File: config.mk
export PLATFORM = sky130hd
export DESIGN_NAME = irq_redirector
export DESIGN_NICKNAME = d
export VERILOG_FILES = /design/src/rtl/irq_redir_pkg.sv /design/src/rtl/irq_sync.sv /design/src/rtl/irq_line_ctrl.sv /design/src/rtl/irq_prio_arb.sv /design/src/rtl/irq_redirector.sv
export SDC_FILE = /design/constraint.sdc
export NUM_CORES = 1
export LEC_CHECK = 0
export BUFFER_PORTS_ARGS = -buffer_cell sky130_fd_sc_hd__buf_2
export CAP_MARGIN = 20
export CELL_PAD_IN_SITES_DETAIL_PLACEMENT = 0
export CELL_PAD_IN_SITES_GLOBAL_PLACEMENT = 2
export CORE_ASPECT_RATIO = 2
export CORE_MARGIN = 5
export CORE_UTILIZATION = 44
export DETAILED_ROUTE_END_ITERATION = 6
export GPL_TIMING_DRIVEN = 1
export PLACE_DENSITY_LB_ADDON = 0.1
export SYNTH_ARGS = -nofsm -noshare
export SYNTH_HDL_FRONTEND = slang
export SYNTH_HIERARCHICAL = 1
export SYNTH_SLANG_ARGS = --single-unit
File: constraint.sdc
create_clock -name clk -period 4.9 [get_ports clk]
set_input_delay 0.98 -clock clk [delete_from_list [all_inputs] [get_ports clk]]
set_output_delay 0.98 -clock clk [all_outputs]
set_load 0.1 [all_outputs]
File: src/rtl/irq_redir_pkg.sv
package irq_redir_pkg;

  localparam logic [7:0] OFF_SELECT = 8'h00;
  localparam logic [7:0] OFF_WINDOW = 8'h10;
  localparam logic [7:0] OFF_EOI    = 8'h40;

  localparam logic [7:0] IDX_VERSION = 8'h01;
  localparam int         IDX_BASE    = 16;

  localparam int BIT_MASK   = 16;
  localparam int BIT_LEVEL  = 15;
  localparam int BIT_ACTLOW = 13;
  localparam int BIT_LOWPRI = 8;

  typedef struct packed {
    logic        masked;
    logic        level;
    logic        act_low;
    logic        lowpri;
    logic [7:0]  vec;
    logic [15:0] dest;
  } redir_entry_t;

  localparam redir_entry_t ENTRY_RESET = '{masked: 1'b1, level: 1'b0, act_low: 1'b0,
                                           lowpri: 1'b0, vec: 8'h00, dest: 16'h0000};

  function automatic logic [31:0] pack_ctrl(redir_entry_t e);
    logic [31:0] w;
    w = '0;
    w[BIT_MASK]   = e.masked;
    w[BIT_LEVEL]  = e.level;
    w[BIT_ACTLOW] = e.act_low;
    w[BIT_LOWPRI] = e.lowpri;
    w[7:0]        = e.vec;
    return w;
  endfunction

endpackage

File: src/rtl/irq_sync.sv
module irq_sync #(
  parameter int WIDTH = 8
) (
  input  logic             clk,
  input  logic             rst_n,
  input  logic [WIDTH-1:0] d,
  output logic [WIDTH-1:0] q
);
  logic [WIDTH-1:0] meta_q;

  always_ff @(posedge clk or negedge rst_n) begin
    if (!rst_n) begin
      meta_q <= '0;
      q      <= '0;
    end else begin
      meta_q <= d;
      q      <= meta_q;
    end
  end
endmodule

File: src/rtl/irq_line_ctrl.sv
module irq_line_ctrl (
  input  logic       clk,
  input  logic       rst_n,
  input  logic       sync_in,
  input  logic       masked,
  input  logic       level,
  input  logic       act_low,
  input  logic [7:0] vec,
  input  logic       grant,
  input  logic       eoi_wr,
  input  logic [7:0] eoi_vec,
  output logic       req
);
  logic act, act_q, pending, in_svc;
  logic fire_edge, fire_lvl, eoi_hit;

  assign act       = sync_in ^ act_low;
  assign fire_edge = !level && act && !act_q;
  assign fire_lvl  = level && act && !in_svc && !pending;
  assign eoi_hit   = eoi_wr && level && (vec == eoi_vec);
  assign req       = pending && !masked;

  always_ff @(posedge clk or negedge rst_n) begin
    if (!rst_n) begin
      act_q   <= 1'b0;
      pending <= 1'b0;
      in_svc  <= 1'b0;
    end else begin
      act_q <= act;
      if (grant) pending <= 1'b0;
      if (!masked && (fire_edge || fire_lvl)) pending <= 1'b1;
      if (grant && level) in_svc <= 1'b1;
      else if (eoi_hit)   in_svc <= 1'b0;
    end
  end

  assert_svc_entry_R8: assert property (@(posedge clk) disable iff (!rst_n)
    $rose(in_svc) |-> !pending);

  assert_masked_edge_R10: assert property (@(posedge clk) disable iff (!rst_n)
    (masked && !level) |=> !$rose(pending));
endmodule

File: src/rtl/irq_prio_arb.sv
module irq_prio_arb #(
  parameter int N     = 8,
  parameter int IDX_W = 3
) (
  input  logic             clk,
  input  logic             rst_n,
  input  logic [N-1:0]     req,
  input  logic             take,
  output logic [N-1:0]     grant,
  output logic [IDX_W-1:0] sel_idx,
  output logic             any
);
  logic found;

  always_comb begin
    found   = 1'b0;
    sel_idx = '0;
    for (int i = 0; i < N; i++) begin
      if (req[i] && !found) begin
        found   = 1'b1;
        sel_idx = IDX_W'(i);
      end
    end
  end

  assign any = found;

  always_comb begin
    grant = '0;
    if (take && found) grant[sel_idx] = 1'b1;
  end

  assert_grant_onehot_R11: assert property (@(posedge clk) disable iff (!rst_n)
    $onehot0(grant));

  assert_grant_lowest_R11: assert property (@(posedge clk) disable iff (!rst_n)
    (grant != '0) |-> ((req & (grant - 1'b1)) == '0));
endmodule

File: src/rtl/irq_redirector.sv
module irq_redirector
  import irq_redir_pkg::*;
#(
  parameter int         NUM_LINES = 8,
  parameter logic [7:0] VERSION   = 8'h21
) (
  input  logic                 clk,
  input  logic                 rst_n,
  input  logic [NUM_LINES-1:0] irq_in,
  input  logic                 bus_wr,
  input  logic [7:0]           bus_addr,
  input  logic [31:0]          bus_wdata,
  output logic [31:0]          bus_rdata,
  output logic                 msg_valid,
  input  logic                 msg_ready,
  output logic [31:0]          msg_addr,
  output logic [31:0]          msg_data
);
  localparam int          IDX_W        = (NUM_LINES > 1) ? $clog2(NUM_LINES) : 1;
  localparam logic [31:0] VERSION_WORD = {8'h00, 8'(NUM_LINES - 1), 8'h00, VERSION};

  logic [7:0]           sel_q;
  redir_entry_t         cfg [NUM_LINES];
  logic [NUM_LINES-1:0] sync_q, req, grant;
  logic [IDX_W-1:0]     win_idx;
  logic                 any_req, out_free, win_wr, eoi_wr;
  logic [31:0]          win_rdata;
  logic                 unused_wbits;

  assign unused_wbits = ^{bus_wdata[14], bus_wdata[12:9]};
  assign win_wr = bus_wr && (bus_addr == OFF_WINDOW);
  assign eoi_wr = bus_wr && (bus_addr == OFF_EOI);

  // Register file
  always_ff @(posedge clk or negedge rst_n) begin
    if (!rst_n) begin
      sel_q <= '0;
      for (int n = 0; n < NUM_LINES; n++) cfg[n] <= ENTRY_RESET;
    end else begin
      if (bus_wr && bus_addr == OFF_SELECT) sel_q <= bus_wdata[7:0];
      for (int n = 0; n < NUM_LINES; n++) begin
        if (win_wr && sel_q == 8'(IDX_BASE + 2*n)) begin
          cfg[n].masked  <= bus_wdata[BIT_MASK];
          cfg[n].level   <= bus_wdata[BIT_LEVEL];
          cfg[n].act_low <= bus_wdata[BIT_ACTLOW];
          cfg[n].lowpri  <= bus_wdata[BIT_LOWPRI];
          cfg[n].vec     <= bus_wdata[7:0];
        end
        if (win_wr && sel_q == 8'(IDX_BASE + 2*n + 1))
          cfg[n].dest <= bus_wdata[31:16];
      end
    end
  end

  always_comb begin
    win_rdata = '0;
    if (sel_q == IDX_VERSION) win_rdata = VERSION_WORD;
    for (int n = 0; n < NUM_LINES; n++) begin
      if (sel_q == 8'(IDX_BASE + 2*n))     win_rdata = pack_ctrl(cfg[n]);
      if (sel_q == 8'(IDX_BASE + 2*n + 1)) win_rdata = {cfg[n].dest, 16'h0000};
    end
  end

  always_comb begin
    case (bus_addr)
      OFF_SELECT: bus_rdata = {24'h0, sel_q};
      OFF_WINDOW: bus_rdata = win_rdata;
      default:    bus_rdata = '0;
    endcase
  end

  // Input conditioning and per-line state
  irq_sync #(.WIDTH(NUM_LINES)) u_sync (
    .clk(clk), .rst_n(rst_n), .d(irq_in), .q(sync_q)
  );

  for (genvar g = 0; g < NUM_LINES; g++) begin : g_line
    irq_line_ctrl u_line (
      .clk     (clk),
      .rst_n   (rst_n),
      .sync_in (sync_q[g]),
      .masked  (cfg[g].masked),
      .level   (cfg[g].level),
      .act_low (cfg[g].act_low),
      .vec     (cfg[g].vec),
      .grant   (grant[g]),
      .eoi_wr  (eoi_wr),
      .eoi_vec (bus_wdata[7:0]),
      .req     (req[g])
    );
  end

  // Arbitration and message output register
  assign out_free = !msg_valid || msg_ready;

  irq_prio_arb #(.N(NUM_LINES), .IDX_W(IDX_W)) u_arb (
    .clk(clk), .rst_n(rst_n), .req(req), .take(out_free),
    .grant(grant), .sel_idx(win_idx), .any(any_req)
  );

  always_ff @(posedge clk or negedge rst_n) begin
    if (!rst_n) begin
      msg_valid <= 1'b0;
      msg_addr  <= '0;
      msg_data  <= '0;
    end else if (out_free) begin
      msg_valid <= any_req;
      if (any_req) begin
        msg_addr <= {cfg[win_idx].dest, 16'h0000};
        msg_data <= {23'h0, cfg[win_idx].lowpri, cfg[win_idx].vec};
      end
    end
  end

  assert_msg_hold_R12: assert property (@(posedge clk) disable iff (!rst_n)
    (msg_valid && !msg_ready) |=> (msg_valid && $stable(msg_addr) && $stable(msg_data)));
endmodule

==> run metrics, run 1 <==
Starting Density=44.68%; DRT iter0 DRCs=599; final wirelength=49.57 mm; full die area=39720 um^2; I/O Buffers=99; Placeable Area=35070 um^2; fin crit period=4.668 ns; Unique masters post-synth=68; Max IR drop VDD=317.4 uV; synth cell count leaders=dfrtp_1, mux2_2, nand2_1; crit path DAT=3.69 ns; FFs w/ async S/R, synth=100.0%; die width=143.5 um; row count=97; RSZ-0062 raised after global routing=false; share of layout cells above drive strength 1=36.79%; FMAX=214.2 MHz; Tot Pwr=5.436 mW; Slew HR=34.79%; required time of the critical path=3.92 ns; Cell Chain, Critical Path=or4b_1 -> or2_4 -> nor2_1 -> a21oi_1 -> o221ai_1 -> a221o_1 -> buf_12; CTS Hold Bufs=0; CP endpoint kind=output pin; maximum fanout along the worst path=11; CTS Root Buffer Type=clkbuf_16; Die Y=276.9 um; post-route cell area=18000 um^2; Clk Latency, worst-skew pair=0.57 ns; dpl cell area=16980 um^2; nets=1402; Syn Inst Count=1254; most frequent cell after synthesis=dfrtp_1; register bit total from synthesis=298; number of global-route vias before repair=11780; Setup Skew=0.01829 ns; worst stage delay on the critical path=0.80 ns; share of Yosys cell area claimed by the top area cell type=46.30%; via count=10820; clock tree sinks=298; Antenna Nets Post-Route=0; YS warnings=6; endpoints failing hold=0; H-Tree Depth=1; CP max-delay cell=or4b_1; Post-synth EDFFs=0; synthesis-to-layout area growth=14.88%; Clock transition at path regs=0.06 ns; worst setup path class=reg -> out; routability congestion estimate=0.9098; TritonCTS clock tree=done; startpoint types=flip-flop; status=finished, final reports clean; HPWL after DPL=35.20 mm; Area contributors post-synth=dfrtp_1, mux2_2, mux4_2, xnor2_1, mux2_4; first-pass GRT wire length=75.37 mm; cts bufs inserted=29; Final Slew Violations=0; initial antenna violation count=2; final period utilization=95.26%; I/O pin total=149; register area share after synthesis=47.64%; CTS max path bufs=3; Remaining Overflow, GRT=0; top_reg_cell synth=dfrtp_1; PwrDens=301.9 nW/um^2; Mean Syn Cell Area=12.50 um^2; # fillers=3128; drt pass-1 iters=5; # setup viols final=0; Max-cap violations=0; Post-Syn Area=15670 um^2; Final Util=51.33%; largest net degree at the start of global routing=105; post-route DRC violation count=0; via/cell ratio=5.957; post-synth top area cell=dfrtp_1; Routed WL per cell=27.28 um; Static Leak=8.129 nW; Worst Hold Class=reg -> reg; Slew @ Worst Pin=0.9754 ns; aggregate global-route resource usage=25.18%
## sequential cells by signal (all words and copies together), names as in the netlist
signal	flops
msg_addr	16
msg_valid	1
g_line.u_line/in_svc	8
u_sync/q	8
msg_data	9
g_line.u_line/pending	8
u_sync/meta_q	8
cfg	224
g_line.u_line/act_q	8
sel_q	8
## cell usage in the layout, fill, tap and decap left out, types with 40 or more instances in the layout
cell | Yosys | layout
conb_1 | 1 | 44
nand2_1 | 71 | 70
dfrtp_1 | 290 | 290
nor2_1 | 45 | 44
mux4_2 | 50 | 50
a22oi_1 | 40 | 40
buf_2 | 13 | 71
mux2_2 | 202 | 202
o21ai_0 | 40 | 40
xnor2_1 | 64 | 64
## cell type report
| type | instances | area [um^2] | area share, % |
|---|---|---|---|
| multi-input combinational | 869 | 7691 | 42.72 |
| sequential | 298 | 7467 | 41.47 |
| timing repair buffer | 137 | 1254 | 6.963 |
| clock buffer | 45 | 865.8 | 4.809 |
| tap | 445 | 556.8 | 3.092 |
| clock inverter | 6 | 108.9 | 0.6046 |
| inverter | 15 | 56.30 | 0.3127 |
| antenna | 2 | 5.005 | 0.02780 |
## per-stage QoR
stage	TNS (ns)	instances	hold slack, ns	worst slack [ns]
2_1_floorplan	-0.3336	1297	0.3312	-0.1668
6_report	0	1817	0.3471	0.2322
3_3_place_gp	0	1761	0.3356	0.5866
3_5_place_dp	0	1761	0.3347	0.6107
5_1_grt	0	1816	0.3580	0.1375
4_1_cts	0	1812	0.3490	0.04640
## power by group
group	leakage, nW	internal, mW	switching (mW)
Clock	0.479	1.36	0.965
Combinational	3.61	0.156	0.456
Sequential	4.04	2.48	0.0148
## kinds of logic (layout without fill, tap and decap cells)
logic type	Yosys count	count (layout)	synth area share, %
XOR/XNOR	72	72	4.024
AO/OA/AOI/OAI	202	202	9.141
buffers and inverters	130	203	4.654
multiplexers	318	318	26.87
other	1	46	0.02393
flip-flops	298	298	47.64
AND/OR/NAND/NOR	233	233	7.640
## worst max-delay path: cells and delay by family, from the launching register on
family,cells,cell delay (ns)
buffers and inverters,1,0.20
flip-flops,1,0.43
AND/OR/NAND/NOR,3,1.66
AO/OA/AOI/OAI,3,0.82
## layer usage
| layer | wire, um | global-route usage (%) | up-vias |
|---|---|---|---|
| met2 | 27310 | 46.92 | 335 |
| met1 | 17220 | 27.04 | 5596 |
| met3 | 2002 | 3.041 | 129 |
| met4 | 3033 | 13.19 | 0 |
| li1 | - | - | 4763 |
| met5 | 0 | 0 | - |
## what timing repair did
| action | 4_1_cts | 5_1_grt |
|---|---|---|
| gates resized for setup | 0 | 1 |
| endpoints found under the setup margin | 0 | 2 |
| hold endpoints to repair | 0 | 0 |
| buffers inserted | 0 | 2 |
## path summary, 6_finish.rpt
kind | start | to | slack, ns | depth (start not counted)
max | sel_q[7] | bus_rdata[7] | 0.23 | 7
min | u_sync/meta_q[7] | u_sync/q[7] | 0.35 | 0
max reg2reg | sel_q[7] | cfg[184] | 1.49 | 4
min reg2reg | u_sync/meta_q[7] | u_sync/q[7] | 0.35 | 0
max in group asynchronous | rst_n | cfg[91] | 3.28 | 2
min in group asynchronous | rst_n | g_line[5].u_line/act_q | 0.42 | 1
No activity file was read; power rests on OpenSTA's default activity.
==> run 2, diff against run 1 <==
--- a/config.mk
+++ b/config.mk
@@ -11,7 +11,7 @@
 export CELL_PAD_IN_SITES_GLOBAL_PLACEMENT = 2
 export CORE_ASPECT_RATIO = 2
 export CORE_MARGIN = 5
-export CORE_UTILIZATION = 44
+export CORE_UTILIZATION = 30
 export DETAILED_ROUTE_END_ITERATION = 6
 export GPL_TIMING_DRIVEN = 1
 export PLACE_DENSITY_LB_ADDON = 0.1
==> constraint.sdc (replaced) <==
create_clock -name clk -period 3.9 [get_ports clk]
set_input_delay 0.78 -clock clk [delete_from_list [all_inputs] [get_ports clk]]
set_output_delay 0.78 -clock clk [all_outputs]
set_load 0.1 [all_outputs]
==> run metrics, run 2 (synthesized netlist as in run 1, its figures left out) <==
status=finished, final reports clean; Max IR drop VDD=282.2 uV (-11%); biggest regs=cfg: 224 flops, msg_addr: 16 flops, msg_data: 9 flops; Static Leak=8.442 nW (+3.9%); Cell Chain, Critical Path=or4b_4 -> nor3b_4 -> buf_12 -> and4_1 -> a221oi_2 -> a31o_2 -> a221oi_4 -> buf_4 -> buf_12; CTS max path bufs=3 (unchanged); full die area=57190 um^2 (+44%); final wirelength=56.94 mm (+15%); drt pass-1 iters=5 (unchanged); CP most frequent cell=buf_12; required time of the critical path=3.12 ns (-0.80 ns); clock tree sinks=298 (unchanged); HPWL after DPL=40.33 mm (+15%); TritonCTS clock tree=done; RSZ-0062 raised after global routing=true; first-pass GRT wire length=83.34 mm (+11%); CP Capture Point=bus_rdata[16]; largest net degree at the start of global routing=78 (-26%); Slew @ Worst Pin=0.7496 ns (-0.2259 ns); R2R Path Start=cfg[167]; I/O pin total=149 (unchanged); setup ws final=0.007146 ns (-0.2251 ns); Final Slew Violations=0 (unchanged); Antenna Nets Post-Route=0 (unchanged); endpoints failing hold=0 (unchanged); startpoint types=flip-flop; PwrDens=377.7 nW/um^2 (+25%); nets=1449 (+3.4%); Bufs and invs on worst path=3 (+2); maximum fanout along the worst path=6 (-5); Remaining Overflow, GRT=0 (unchanged); most common cell after layout, fill and taps aside=dfrtp_1; worst reg2reg path depth=8 (+4); max FFs per register=224 (unchanged); post-route cell area=19080 um^2 (+6.0%); via count=10980 (+1.5%); CTS Root Buffer Type=clkbuf_16; Levels on crit path=9 (+2); Placeable Area=51820 um^2 (+48%); CP delay by family, top=simple AND/OR/NAND/NOR gates; Critical Path Source=sel_q[7]; cts bufs inserted=34 (+17%); fin crit period=3.893 ns; CP endpoint kind=output pin; worst stage delay on the critical path=0.62 ns (-0.18 ns); Setup Skew=0.01633 ns (-0.001954 ns); reg-to-reg endpoint=msg_addr[26]; H-Tree Depth=2 (+1); Starting Density=30.24% (-14 points); final period utilization=99.82%; Slew HR=49.50% (+15 points); CP max-delay cell=or4b_4; number of global-route vias before repair=11860 (+0.69%); row count=118 (+22%); # setup viols final=0 (unchanged); Die Y=333.2 um (+20%); routability congestion estimate=0.8279 (-9.0%); post-route DRC violation count=0 (unchanged); Worst Hold Class=in -> async; synthesis-to-layout area growth=21.77%; commonest non-fill, non-tap cells in the layout=dfrtp_1, mux2_2, buf_2, nand2_1, xnor2_1; Placement Setup Slack=0.2313 ns (-0.3794 ns); Max-cap violations=0 (unchanged); die width=171.6 um (+20%); crit path DAT=3.11 ns (-0.58 ns); I/O Buffers=99 (unchanged); dpl cell area=17700 um^2 (+4.2%); Clk Latency, worst-skew pair=0.53 ns (-0.04 ns); share of layout cells above drive strength 1=41.49% (+4.7 points); Routed WL per cell=27.34 um (+0.21%); aggregate global-route resource usage=19.79% (-5.4 points); DRT iter0 DRCs=614 (+2.5%); reg-to-reg setup timing slack=0.72 ns (-0.77 ns); via/cell ratio=5.273 (-11%); Clock transition at path regs=0.07 ns (about the same); initial antenna violation count=1 (-1); worst setup path class=reg -> out; Reg with most FFs=cfg; FMAX=256.9 MHz
-- run 2: changes by cell type in the layout (fill, tap and decap cells not counted), moves of 4 or more --
cell	delta
buf_4	+29
a31oi_1	-13
buf_12	+12
a31oi_2	+11
clkbuf_16	+6
o21ai_0	-5
clkinv_2	+4
-- run 2: final cells by class --
class | instances | area [um^2]
antenna | 1 | 2.502
timing repair buffer | 179 | 1710
tap | 660 | 825.8
clock buffer | 52 | 999.7
clock inverter | 9 | 101.3
inverter | 15 | 57.56
multi-input combinational | 869 | 7919
fill | 5106 | 32740
sequential | 298 | 7468
-- run 2: per-stage QoR --
step | instances | TNS [ns] | hold WS, ns | util [%] | power (mW)
floorplan | 1297 | -0.1958 | 0.3312 | - | 3.733
global placement | 2006 | 0 | 0.3324 | 34.15 | 4.019
detailed placement | 2006 | 0 | 0.3356 | 34.15 | 4.021
CTS | 2072 | -0.1127 | 0.2745 | 36.43 | 7.350
global route | 2082 | -0.1761 | 0.3004 | 36.82 | 7.473
finish | 2083 | 0 | 0.2328 | 36.83 | 7.209
-- run 2: what timing repair did --
item / 4_1_cts / 5_1_grt
resized for setup: 10 / 24
gates cloned: 0 / 0
hold endpoints to repair: 0 / 0
pin swaps: 5 / 19
hold buffers: 0 / 0
setup buffers: 5 / 10
setup endpoints to repair: 27 / 25
-- run 2: worst min path at each step --
stage | depth (start not counted) | from | endpoint
floorplan | 0 | u_sync/meta_q[0] | u_sync/q[0]
global placement | 0 | u_sync/meta_q[6] | u_sync/q[6]
detailed placement | 0 | u_sync/meta_q[6] | u_sync/q[6]
CTS | 1 | rst_n | cfg[2]
global route | 1 | rst_n | cfg[53]
finish | 1 | rst_n | u_sync/q[7]
-- run 2: routing by layer --
layer	GRT usage [%]	vias to the layer above	routed length [um]
li1	-	4884	-
met1	20.67	5765	19910
met2	39.33	257	33180
met3	1.956	78	1680
met4	7.660	0	2176
met5	0	-	0
-- run 2: where the power goes --
group	internal, mW	leakage, nW	total [mW]	switching [mW]
registers	3.12	4.04	3.13	0.0165
clock network	1.90	0.540	3.26	1.36
logic	0.216	3.87	0.815	0.599
==> run 3, diff against run 2 <==
--- a/config.mk
+++ b/config.mk
@@ -7,14 +7,12 @@
 export LEC_CHECK = 0
 export BUFFER_PORTS_ARGS = -buffer_cell sky130_fd_sc_hd__buf_2
 export CAP_MARGIN = 20
-export CELL_PAD_IN_SITES_DETAIL_PLACEMENT = 0
-export CELL_PAD_IN_SITES_GLOBAL_PLACEMENT = 2
 export CORE_ASPECT_RATIO = 2
 export CORE_MARGIN = 5
-export CORE_UTILIZATION = 30
+export CORE_UTILIZATION = 54
 export DETAILED_ROUTE_END_ITERATION = 6
 export GPL_TIMING_DRIVEN = 1
-export PLACE_DENSITY_LB_ADDON = 0.1
+export PLACE_DENSITY = 0.77
 export SYNTH_ARGS = -nofsm -noshare
 export SYNTH_HDL_FRONTEND = slang
 export SYNTH_HIERARCHICAL = 1
==> run metrics, run 3 (synthesized netlist as in run 1, its figures left out) <==
Antenna Nets Post-Route=0 (unchanged); Seq. cell area=7467 um^2 (about the same); TNS Setup=0 ns (unchanged); Worst Hold Class=in -> async; DRT iter0 DRCs=812 (+32%); startpoint types=flip-flop; Routed WL per cell=25.76 um (-5.8%); dpl cell area=17140 um^2 (-3.1%); FMAX=257.1 MHz (about the same); Max-cap violations=0 (unchanged); Die Y=250.9 um (-25%); commonest non-fill, non-tap cells in the layout=dfrtp_1, mux2_2, buf_2, nand2_1, xnor2_1; Slew @ Worst Pin=0.9428 ns (+0.1933 ns); PwrDens=356.4 nW/um^2 (-5.6%); CTS max path bufs=3 (unchanged); post-route cell area=18160 um^2 (-4.8%); share of layout cells above drive strength 1=39.97% (-1.5 points); final period utilization=99.74% (about the same); RSZ-0062 raised after global routing=true; die width=130.5 um (-24%); Placement Setup Slack=0.4048 ns (+0.1735 ns); status=finished, final reports clean; Final Slew Violations=0 (unchanged); cts bufs inserted=27 (-21%); CTS Hold Bufs=0 (unchanged); Placeable Area=28740 um^2 (-45%); CTS Root Buffer Type=clkbuf_16; full die area=32740 um^2 (-43%); routability congestion estimate=0.9596 (+16%); Max IR drop VDD=351.0 uV (+24%); I/O Buffers=99 (unchanged); clock tree sinks=298 (unchanged); Starting Density=54.54% (+24 points); # fillers=2215 (-57%); Reg with most FFs=cfg; TritonCTS clock tree=done; number of global-route vias before repair=11790 (-0.62%); H-Tree Depth=1 (-1); most common cell after layout, fill and taps aside=dfrtp_1; Static Leak=8.192 nW (-3.0%); endpoints failing hold=0 (unchanged); fin crit period=3.890 ns (-0.002993 ns); setup ws final=0.01014 ns (+0.002993 ns); area of the multi-input gates=7876 um^2 (-0.54%); I/O pin total=149 (unchanged); via/cell ratio=6.387 (+21%); crit path DAT=3.11 ns (about the same); Slew HR=36.92% (-13 points); # setup viols final=0 (unchanged); final wirelength=45.00 mm (-21%); drt pass-1 iters=6 (+1); aggregate global-route resource usage=27.47% (+7.7 points); Clock transition at path regs=0.07 ns (about the same); Clk Latency, worst-skew pair=0.56 ns (+0.03 ns); biggest regs=cfg: 224 flops, msg_addr: 16 flops, msg_data: 9 flops; largest net degree at the start of global routing=114 (+46%); Tot Pwr=6.473 mW (-10%); worst setup path class=reg -> out; synthesis-to-layout area growth=15.87%; Remaining Overflow, GRT=0 (unchanged); row count=88 (-25%); maximum fanout along the worst path=16 (+10); Setup Skew=0.01182 ns (-0.004511 ns); required time of the critical path=3.12 ns (about the same); HPWL after DPL=31.83 mm (-21%); Final Util=63.19% (+26 points); post-route DRC violation count=0 (unchanged); CP endpoint kind=output pin; first-pass GRT wire length=68.29 mm (-18%); via count=11160 (+1.6%); max FFs per register=224 (unchanged); initial antenna violation count=1 (unchanged); nets=1422 (-1.9%)
-- run 3: cell type report --
type	instances	area share, %
diodes	1	0.01378
clock buffers	33	4.010
clock inverters	12	0.4892
flip-flops and latches	298	41.12
well taps	360	2.480
multi-input cells	869	43.37
inverters	15	0.3307
repair buffers	159	8.185
-- run 3: report_power, final --
group / switching (mW) / internal (mW)
clock: 1.17 / 1.38
sequential: 0.0191 / 3.12
combinational: 0.569 / 0.213
total: 1.76 / 4.71
-- run 3: through the flow --
stage,instances,hold slack [ns]
global route,1746,0.2461
global placement,1691,0.3348
floorplan,1297,0.3312
detailed placement,1691,0.3370
CTS,1740,0.2185
finish,1747,0.2016
-- run 3: layer usage --
metal | track usage (%) | share of wire (%) | wire length [um]
met1 | 29.81 | 34 | 15120
met2 | 48.12 | 52 | 23430
met3 | 3.636 | 5.7 | 2551
met4 | 19.54 | 8.7 | 3897
met5 | 0 | 0 | 0
-- run 3: path summary, 6_finish.rpt --
check                                         start                to  slack (ns)  cells past startpoint
max                                        sel_q[6]     bus_rdata[31]        0.01                      8
min                                           rst_n          cfg[115]        0.20                      1
max reg2reg                g_line[1].u_line/pending      msg_addr[31]        0.66                      8
min reg2reg                        u_sync/meta_q[3]       u_sync/q[3]        0.35                      0
max in group asynchronous                     rst_n          cfg[162]        2.66                      2
min in group clk                          irq_in[0]  u_sync/meta_q[0]        0.32                      1
-- run 3: repair_timing --
item | CTS | global route
setup buffers | 5 | 6
pin swaps | 8 | 18
resized for setup | 16 | 18
setup endpoints to repair | 22 | 20
-- run 3: worst max-delay path, cell delays in order, from the launching register on --
cell and delay, ns:
dfrtp_1 0.43, or4b_4 0.60, nor3b_4 0.29, nor2b_2 0.25
buf_12 0.20, a22o_1 0.15, a221oi_1 0.06, a31oi_2 0.34
buf_12 0.22
